File: src/rtl/wkd_pkg.sv
package wkd_pkg;
   // bus-side sample pair; both bits cross the clock boundary together
   typedef struct packed {
      logic pre;   // below pre-wake threshold
      logic dom;   // bus dominant
   } bus_samp_t;

   localparam int unsigned BUS_SAMP_W = $bits(bus_samp_t);
endpackage

File: src/rtl/wkd_sync.sv
module wkd_sync #(
   parameter int unsigned   WIDTH   = 1,
   parameter int unsigned   STAGES  = 2,
   parameter logic [WIDTH-1:0] RST_VAL = '0
) (
   input  logic             clk,
   input  logic             rst_n,
   input  logic [WIDTH-1:0] d_i,
   output logic [WIDTH-1:0] q_o
);
   logic [STAGES-1:0][WIDTH-1:0] stg;

   generate
      if (STAGES == 1) begin : g_single
         always_ff @(posedge clk or negedge rst_n) begin
            if (!rst_n) stg[0] <= RST_VAL;
            else        stg[0] <= d_i;
         end
      end else begin : g_chain
         always_ff @(posedge clk or negedge rst_n) begin
            if (!rst_n) stg <= {STAGES{RST_VAL}};
            else        stg <= {stg[STAGES-2:0], d_i};
         end
      end
   endgenerate

   assign q_o = stg[STAGES-1];
endmodule

File: src/rtl/wkd_bus_filter.sv
module wkd_bus_filter #(
   parameter int unsigned FILT_CYC = 5000
) (
   input  logic clk,
   input  logic rst_n,
   input  logic sleep_i,
   input  logic dom_i,
   input  logic pre_i,
   output logic wake_o
);
   localparam int unsigned SAT = FILT_CYC + 1;
   localparam int unsigned CW  = $clog2(SAT + 1);

   logic          dom_d;
   logic          active;
   logic [CW-1:0] cnt;
   logic          fall_edge, rise_edge;

   assign fall_edge = dom_i & ~dom_d;   // bus pulled dominant
   assign rise_edge = ~dom_i & dom_d;   // bus released

   always_ff @(posedge clk or negedge rst_n) begin
      if (!rst_n) begin
         dom_d  <= 1'b0;
         active <= 1'b0;
         cnt    <= '0;
         wake_o <= 1'b0;
      end else begin
         dom_d  <= dom_i;
         wake_o <= 1'b0;
         if (!sleep_i) begin
            active <= 1'b0;
            cnt    <= '0;
         end else if (active) begin
            if (rise_edge) begin
               wake_o <= (cnt == CW'(SAT));
               active <= 1'b0;
               cnt    <= '0;
            end else if (!pre_i) begin
               active <= 1'b0;
               cnt    <= '0;
            end else if (cnt != CW'(SAT)) begin
               cnt <= cnt + 1'b1;
            end
         end else if (fall_edge && pre_i) begin
            active <= 1'b1;
            cnt    <= CW'(1);
         end
      end
   end
endmodule

File: src/rtl/wkd_local_filter.sv
module wkd_local_filter #(
   parameter int unsigned FILT_CYC  = 5000,
   parameter int unsigned REARM_CYC = 500
) (
   input  logic clk,
   input  logic rst_n,
   input  logic sleep_i,
   input  logic lvl_i,
   output logic wake_o
);
   localparam int unsigned HSAT = REARM_CYC + 1;
   localparam int unsigned HW   = $clog2(HSAT + 1);
   localparam int unsigned LW   = $clog2(FILT_CYC + 1);

   logic          lvl_d;
   logic [HW-1:0] hi_cnt;
   logic          active;
   logic [LW-1:0] cnt;
   logic          fall_edge, armed;

   assign fall_edge = ~lvl_i & lvl_d;
   assign armed     = (hi_cnt == HW'(HSAT));

   // high-time monitor runs in every mode so a pin high before sleep counts
   always_ff @(posedge clk or negedge rst_n) begin
      if (!rst_n)                     hi_cnt <= '0;
      else if (!lvl_i)                hi_cnt <= '0;
      else if (hi_cnt != HW'(HSAT))   hi_cnt <= hi_cnt + 1'b1;
   end

   always_ff @(posedge clk or negedge rst_n) begin
      if (!rst_n) begin
         lvl_d  <= 1'b1;
         active <= 1'b0;
         cnt    <= '0;
         wake_o <= 1'b0;
      end else begin
         lvl_d  <= lvl_i;
         wake_o <= 1'b0;
         if (!sleep_i) begin
            active <= 1'b0;
            cnt    <= '0;
         end else if (active) begin
            if (lvl_i) begin
               active <= 1'b0;
               cnt    <= '0;
            end else if (cnt == LW'(FILT_CYC)) begin
               wake_o <= 1'b1;
               active <= 1'b0;
               cnt    <= '0;
            end else begin
               cnt <= cnt + 1'b1;
            end
         end else if (fall_edge && armed) begin
            active <= 1'b1;
            cnt    <= LW'(1);
         end
      end
   end
endmodule

File: src/rtl/sleep_wake_detector.sv
module sleep_wake_detector #(
   parameter int unsigned SYNC_STAGES  = 2,
   parameter int unsigned BUS_FILT_CYC = 5000,
   parameter int unsigned LOC_FILT_CYC = 5000,
   parameter int unsigned REARM_CYC    = 500
) (
   input  logic clk,
   input  logic rst_n,
   input  logic sleep_i,
   input  logic prewake_i,
   input  logic bus_dom_i,
   input  logic wake_pin_i,
   output logic bus_wake_o,
   output logic local_wake_o
);
   import wkd_pkg::*;

   generate
      if (SYNC_STAGES < 2) begin : g_chk_sync
         $error("SYNC_STAGES must be at least 2");
      end
      if (BUS_FILT_CYC < 1) begin : g_chk_bus
         $error("BUS_FILT_CYC must be at least 1");
      end
      if (LOC_FILT_CYC < 1) begin : g_chk_loc
         $error("LOC_FILT_CYC must be at least 1");
      end
   endgenerate

   bus_samp_t bus_raw, bus_syn;
   logic      bus_dom_s, bus_pre_s, loc_lvl_s;

   assign bus_raw.pre = prewake_i;
   assign bus_raw.dom = bus_dom_i;

   wkd_sync #(.WIDTH(BUS_SAMP_W), .STAGES(SYNC_STAGES), .RST_VAL('0)) u_bus_sync (
      .clk(clk), .rst_n(rst_n), .d_i(bus_raw), .q_o(bus_syn)
   );

   wkd_sync #(.WIDTH(1), .STAGES(SYNC_STAGES), .RST_VAL(1'b1)) u_loc_sync (
      .clk(clk), .rst_n(rst_n), .d_i(wake_pin_i), .q_o(loc_lvl_s)
   );

   assign bus_dom_s = bus_syn.dom;
   assign bus_pre_s = bus_syn.pre;

   wkd_bus_filter #(.FILT_CYC(BUS_FILT_CYC)) u_bus_filt (
      .clk(clk), .rst_n(rst_n), .sleep_i(sleep_i),
      .dom_i(bus_dom_s), .pre_i(bus_pre_s), .wake_o(bus_wake_o)
   );

   wkd_local_filter #(.FILT_CYC(LOC_FILT_CYC), .REARM_CYC(REARM_CYC)) u_loc_filt (
      .clk(clk), .rst_n(rst_n), .sleep_i(sleep_i),
      .lvl_i(loc_lvl_s), .wake_o(local_wake_o)
   );
endmodule

File: config.mk
export PLATFORM = sky130hd
export DESIGN_NAME = sleep_wake_detector
export DESIGN_NICKNAME = d
export VERILOG_FILES = /design/src/rtl/wkd_pkg.sv /design/src/rtl/wkd_sync.sv /design/src/rtl/wkd_bus_filter.sv /design/src/rtl/wkd_local_filter.sv /design/src/rtl/sleep_wake_detector.sv
export SDC_FILE = /design/constraint.sdc
export NUM_CORES = 1
export LEC_CHECK = 0
export ABC_AREA = 1
export BUFFER_PORTS_ARGS = -buffer_cell sky130_fd_sc_hd__buf_2
export CELL_PAD_IN_SITES_DETAIL_PLACEMENT = 0
export CELL_PAD_IN_SITES_GLOBAL_PLACEMENT = 1
export CORE_UTILIZATION = 25
export DETAILED_ROUTE_END_ITERATION = 8
export GPL_ROUTABILITY_DRIVEN = 0
export PLACE_DENSITY = 0.47
export SYNTH_ARGS = -nofsm -noshare
export SYNTH_HDL_FRONTEND = slang
export SYNTH_SLANG_ARGS = --single-unit
File: constraint.sdc
create_clock -name clk -period 1.3 [get_ports clk]
set_input_delay 0.065 -clock clk [delete_from_list [all_inputs] [get_ports clk]]
set_output_delay 0.065 -clock clk [all_outputs]
set_load 0.02 [all_outputs]
**Yosys cells after proc, flatten, opt, wreduce, memory -nomap -nowiden**

Index checks and enable logic that the tools add are counted.

- Bits in latches: 0
- Word-level logic and storage cells: 64
- Memory bits (read-only): 0
- Memory bits (writable): 0
- Register bits after elaboration: 47
- Memories kept: 0

- Bitwise gates (word level): 6
- Order comparisons: 0
- Multiply operators: 0
- Reduce and logical (&&, ||, !) cells: 3
- Equality and inequality tests: 9
- Divide/modulo/power cells: 0
- Add/subtract/negate cells: 3
- Shift-type cells: 0
- Muxes and demuxes: 30

Operators with widths:

| kind | count |
|---|---|
| 2-to-1 mux 13 bit | 11 |
| adder 13 x 1 -> 13 bit (second input constant) | 2 |
| == test 13 bit (second input constant) | 2 |
| 2-to-1 mux 9 bit | 2 |
| 2-to-1 mux 1 bit | 17 |
| inequality test 13 bit (second input constant) | 1 |
| adder 9 x 1 -> 9 bit (second input constant) | 1 |
| == test 9 bit (second input constant) | 1 |
| inequality test 9 bit (second input constant) | 1 |
| inequality test 3 x 1 -> 1 bit (second input constant) | 2 |
| inequality test 5 bit (second input constant) | 1 |
| bitwise AND 1 bit | 3 |
| inverter 1 bit | 3 |
| logical AND 1 bit | 2 |
| inequality test 2 x 1 -> 1 bit (second input constant) | 1 |
| AND reduction 2 bit | 1 |

**Logic depth before layout (Yosys ltp)**

- Word-level depth: 6
- Gate-level depth with buffers: 13
- Gate-level depth less buffers: 12

**Cells and area by module**

A second synthesis with hierarchy kept.

- Cell total of the unflattened synthesis: 349
- Area total of the unflattened synthesis: 2656.3 um^2

Modules (own cells, without submodules):

| module | area an instance (um^2) | times used | sequential area each (um^2) | cells each |
|---|---|---|---|---|
| wkd_local_filter | 1406.3 | 1 | 626.9 | 183 |
| wkd_bus_filter | 1082.3 | 1 | 400.4 | 158 |
| wkd_sync at u_bus_sync | 115.1 | 1 | 100.1 | 6 |
| wkd_sync at u_loc_sync | 52.6 | 1 | 52.6 | 2 |

**Least setup slack after synthesis**

OpenSTA, ideal clock, no wires.

- Kind: flip-flop to flip-flop
- From: register u_bus_filt.cnt[0]
- To: register u_bus_filt.cnt[6]
- Setup time: 0.118 ns
- Slack: -0.088 ns
- Stages on the path, launching flop included: 11
- Path buffers: 1
- Arrival: 1.270 ns
- Cell sequence: dfrtp_1 -> ha_1 -> nand2_1 -> nor2_1 -> nand3_1 -> nand2_1 -> nand2_4 -> buf_6 -> nand2_2 -> a21oi_1 -> nor2_1

- Cells in the longest elaborated chain, start to end: 6
- Elaborated cells on any way between the ends: 9
- Those cells by class: 1 x add/sub; 2 x eq/ne; 5 x mux; 1 x reduce/logical

RTL lines:

| item | RTL line | text |
|---|---|---|
| start: declaration | wkd_bus_filter.sv:16 | `logic [CW-1:0] cnt;` |
| start signal: assignment | wkd_bus_filter.sv:43 | `cnt <= cnt + 1'b1;` |
| adder 13 x 1 -> 13 bit | wkd_bus_filter.sv:43 |  |
| 2-to-1 mux 13 bit | wkd_bus_filter.sv:42 | `end else if (cnt != CW'(SAT)) begin` |
| 2-to-1 mux 13 bit | wkd_bus_filter.sv:39 | `end else if (!pre_i) begin` |
| 2-to-1 mux 13 bit | wkd_bus_filter.sv:35 | `if (rise_edge) begin` |
| 2-to-1 mux 13 bit | wkd_bus_filter.sv:34 | `end else if (active) begin` |
| 2-to-1 mux 13 bit | wkd_bus_filter.sv:31 | `if (!sleep_i) begin` |

Parallel ways exist; a longest one is shown, timed or not. The select of a mux whose other input is x is not followed.
A chain may end at the register's enable or synchronous reset.

**Worst setup path in the final report**

- From: register u_bus_filt.cnt[0]
- To: register u_bus_filt.cnt[12]

Same word-level chain as after synthesis.

==> summary.txt <==
Logic synthesis
  • Mux contribution to synthesized area: 0%
  • Synth cell types: 36
  • Synth Area in XOR/XNOR: 1.663%
  • Largest family of logic cells by synthesized area: simple AND/OR/NAND/NOR gates
  • YS warnings: 0
  • Adder-Cell Fraction of Synth Area: 2.850%
  • Post-Syn Nets: 354
  • Post-Syn Area: 2634 um^2
  • Compound-Gate Fraction of Synth Area: 8.171%
  • Mean post-synth cell area: 7.701 um^2
  • Fraction of the mapped netlist area in simple logic gates: 33.97%
  • Synthesized instance count: 342
  • Yosys reg bits: 47
  • Seq/Total Area, Yosys: 44.80%

Drt
  • Detailed-route DRC error count: 0
  • DR WL/cell: 12.36 um
  • First DRT Iteration DRCs: 105
  • First-pass DRT Iterations: 4
  • ANT nets after route: 0
  • Final WL: 7119 um
  • Via count: 2475
  • Avg Vias per Cell: 4.297

Power
  • Internal: 2.411 mW
  • Sequential power share: 47.8%
  • Worst IR Drop VDD: 0.5212 mV
  • Psw: 760.4 uW
  • PD cells: 795.4 nW/um^2
  • Pleak: 1.776 nW
  • Clock power frac: 41.6%
  • Sw Ratio: 23.98%
  • Combinational power share: 10.6%

Floorplan
  • Core Footprint: 10280 um^2
  • Die W: 104.6 um
  • Row cnt: 37
  • Die Ht: 104.6 um
  • Num ports: 8
  • Die ar.: 10950 um^2
  • Initial Util: 25.63%

Timing
  • Final hold violation count: 0
  • Final worst setup slack: -0.2071 ns
  • Final critical-path required period: 1.507 ns
  • Final Max Slew Viols: 0
  • Max-slew headroom: 80.15%
  • Finish-stage setup viols: 25
  • Final Cycle Share: 115.9%
  • RSZ-0062 raised after global routing: yes
  • Fmax: 0.6635 GHz
  • Least-Margin Pin Slew: 0.2956 ns
  • Clock skew: 0.01069 ns

Finish
  • Final net count: 451
  • Finished Layout Cells: 576
  • Syn-to-layout area delta: 51.35%
  • Final core utilization: 38.79%
  • Number of antenna diodes: 0
  • Layout cell share with drive strength beyond 1: 44.09%

Setup path
  • R2R cell count: 10
  • Critical Path RT: 1.50 ns
  • RR Startpoint: u_bus_filt.cnt[0]
  • Reg-to-reg setup timing slack: -0.21 ns
  • Critical path fanouts, max: 7
  • Setup CP Type: reg2reg
  • R2r endpoint: u_bus_filt.cnt[12]
  • Critical Path AT: 1.70 ns
  • Critical Path End Type: register
  • Nature of the critical path startpoint: register

Hold path
  • Worst Hold Depth: 4
  • Hold crit path type: in2reg
  • Worst Hold Endpoint: u_loc_filt.cnt[10]
  • Hold_sp: sleep_i

Global route
  • Tot GR Track Use: 13.63%
  • GR Util met2: 22.00%
  • Largest net degree at the start of global routing: 48
  • GR peak layer: met2
  • Grt met3 use: 2.246%
  • Grt total ovfl: 0
  • First-pass GRT wire length: 11950 um
  • Vias in the first global route: 2475
  • Initial antenna violation count: 0
  • Global Route met1 Usage: 18.66%

Place
  • Dpl hpwl: 5051 um
  • Port Buffers: 7
  • Placed Instances: 552

Clocking
  • Clock H-tree levels: 2
  • Clock root cell: clkbuf_8
  • Clock sink total: 47
  • Clock Tree Buf Depth: 2
  • CTS tree: built
  • CTS buffer count: 5
  • Clock transition at path regs: 0.09 ns
  • Clk_lat worst skew: 0.30 ns

Run status
  • Failing checks: negative setup slack
  • Outcome: finished, violations left

Flow run
  • Max Cap Viol: 0
sequential cells by signal, summed over array words and instances, names as in the netlist, 2 cells and up:
name and count:
u_loc_filt.hi_cnt 9, u_bus_sync.q_o 2, u_bus_sync.stg 2, u_loc_filt.cnt 13
u_bus_filt.cnt 13
Yosys cell counts:
| cell | number | area share, % |
|---|---|---|
| o31ai_1 | 1 | 0.29 |
| buf_2 | 1 | 0.19 |
| a21oi_1 | 11 | 2.1 |
| a211oi_1 | 1 | 0.29 |
| nand2_4 | 3 | 1.3 |
| nand3_2 | 2 | 0.76 |
| nor2_8 | 1 | 0.76 |
| nor2_1 | 49 | 7.0 |
| nand2_8 | 1 | 0.76 |
| nor4_1 | 2 | 0.47 |
| clkinv_1 | 2 | 0.29 |
| inv_2 | 6 | 0.86 |
| ha_1 | 6 | 2.9 |
| a21boi_1 | 1 | 0.29 |
| o21ai_0 | 15 | 2.9 |
| dfrtp_1 | 44 | 42 |
| nor2_2 | 3 | 0.71 |
| inv_1 | 40 | 5.7 |
| buf_6 | 2 | 0.86 |
| o21a_1 | 3 | 0.86 |
| nand2_2 | 2 | 0.47 |
| nor2_4 | 1 | 0.43 |
| nor3_2 | 1 | 0.38 |
| nor3_1 | 13 | 2.5 |
| inv_4 | 2 | 0.47 |
| a22oi_1 | 1 | 0.29 |
| nand2_1 | 78 | 11 |
| nand4_1 | 15 | 3.6 |
| o21ai_1 | 4 | 0.76 |
| xor2_1 | 3 | 1.0 |
| xnor2_1 | 2 | 0.67 |
| o22ai_1 | 1 | 0.24 |
| a31oi_1 | 1 | 0.24 |
| dfstp_2 | 3 | 3.0 |
| nand3_1 | 20 | 3.8 |
| clkinv_2 | 1 | 0.19 |
layer usage:
metal,wire length [um],up-vias
li1,-,1298
met3,117,6
met2,3365,20
met1,3522,1151
met4,113,0
met5,0,-
power by group through the flow:
| stage | combinational, mW | sequential, mW | clock (mW) |
|---|---|---|---|
| 2_1_floorplan | 0.123 | 1.54 | 0 |
| 3_3_place_gp | 0.254 | 1.54 | 0 |
| 3_5_place_dp | 0.253 | 1.54 | 0 |
| 4_1_cts | 0.290 | 1.51 | 1.39 |
| 5_1_grt | 0.371 | 1.52 | 1.42 |
| 6_report | 0.335 | 1.52 | 1.32 |
through the flow:
stage	setup slack, ns	hold WS [ns]	total power, mW	TNS [ns]	instance area, um^2
finish	-0.2071	0.2071	3.171	-2.987	3986
global route	-0.3297	0.2254	3.307	-6.165	3986
CTS	-0.1901	0.1981	3.188	-3.576	3684
detailed placement	-0.2188	0.07985	1.792	-3.696	3362
global placement	-0.2476	0.07820	1.791	-3.648	3362
floorplan	-0.06104	-0.2306	1.662	-0.2613	2646
cell type report:
cell class	instances	area, um^2
fillers	1122	6291
clock buffers	5	68.82
multi-input cells	241	1551
repair buffers	93	740.7
inverters	51	202.7
well taps	136	170.2
flip-flops and latches	47	1185
clock inverters	3	67.56
worst max-delay path, stage by stage (launching register included):
cell     delay (ns)
dfrtp_2        0.47
ha_4           0.18
nand2_2        0.07
nor2_1         0.04
nand3_1        0.11
nand2_2        0.09
nand2_4        0.12
buf_6          0.15
nand4_1        0.08
nand2_1        0.07
nor2_1         0.04
placed cells by master (no fill, tap or decap), types with 3 or more instances in the layout:
cell type,n
buf_4,71
inv_2,12
a21oi_2,3
buf_2,7
nor2_2,11
o21ai_1,6
dfrtp_1,40
o21ai_2,4
o21a_1,3
nand3_1,13
o21ai_0,8
nand2_1,59
dfrtp_2,4
clkbuf_8,5
a21oi_1,8
dfstp_2,3
nand2_4,7
inv_1,35
nor3_1,7
xor2_1,3
nor2_1,38
nand2_2,16
ha_2,3
nor2_4,4
ha_4,3
nand4_1,15
dlygate4sd3_1,4
nand3_2,7
buf_6,10
nor3_2,6
how the worst max path moves through the flow:
stage | start | endpoint | slack [ns] | depth (start not counted)
6_report | u_bus_filt.cnt[0] | u_bus_filt.cnt[12] | -0.21 | 10
5_1_grt | u_bus_filt.cnt[1] | u_bus_filt.cnt[12] | -0.33 | 11
4_1_cts | u_bus_filt.cnt[1] | u_bus_filt.wake_o | -0.19 | 8
3_5_place_dp | u_bus_filt.cnt[0] | u_bus_filt.cnt[10] | -0.22 | 9
3_3_place_gp | u_bus_filt.cnt[0] | u_bus_filt.cnt[4] | -0.25 | 8
2_1_floorplan | u_bus_filt.cnt[0] | u_bus_filt.cnt[6] | -0.06 | 10
timing repair:
item	in CTS	in global routing
hold buffers	4	0
gates cloned	0	0
setup buffers	6	10
pin swaps	11	27
resized for setup	31	73
setup endpoints to repair	31	35
endpoints found under the hold margin	47	0
cell families (layout without fill, tap and decap cells):
kind of cell / after synthesis / after routing
fa+ha+maj: 6 / 6
xor+xnor: 5 / 5
flops: 47 / 47
simple gates: 191 / 191
buf+inv: 54 / 152
compound gates: 39 / 39
(Power assumes the default switching activity.)
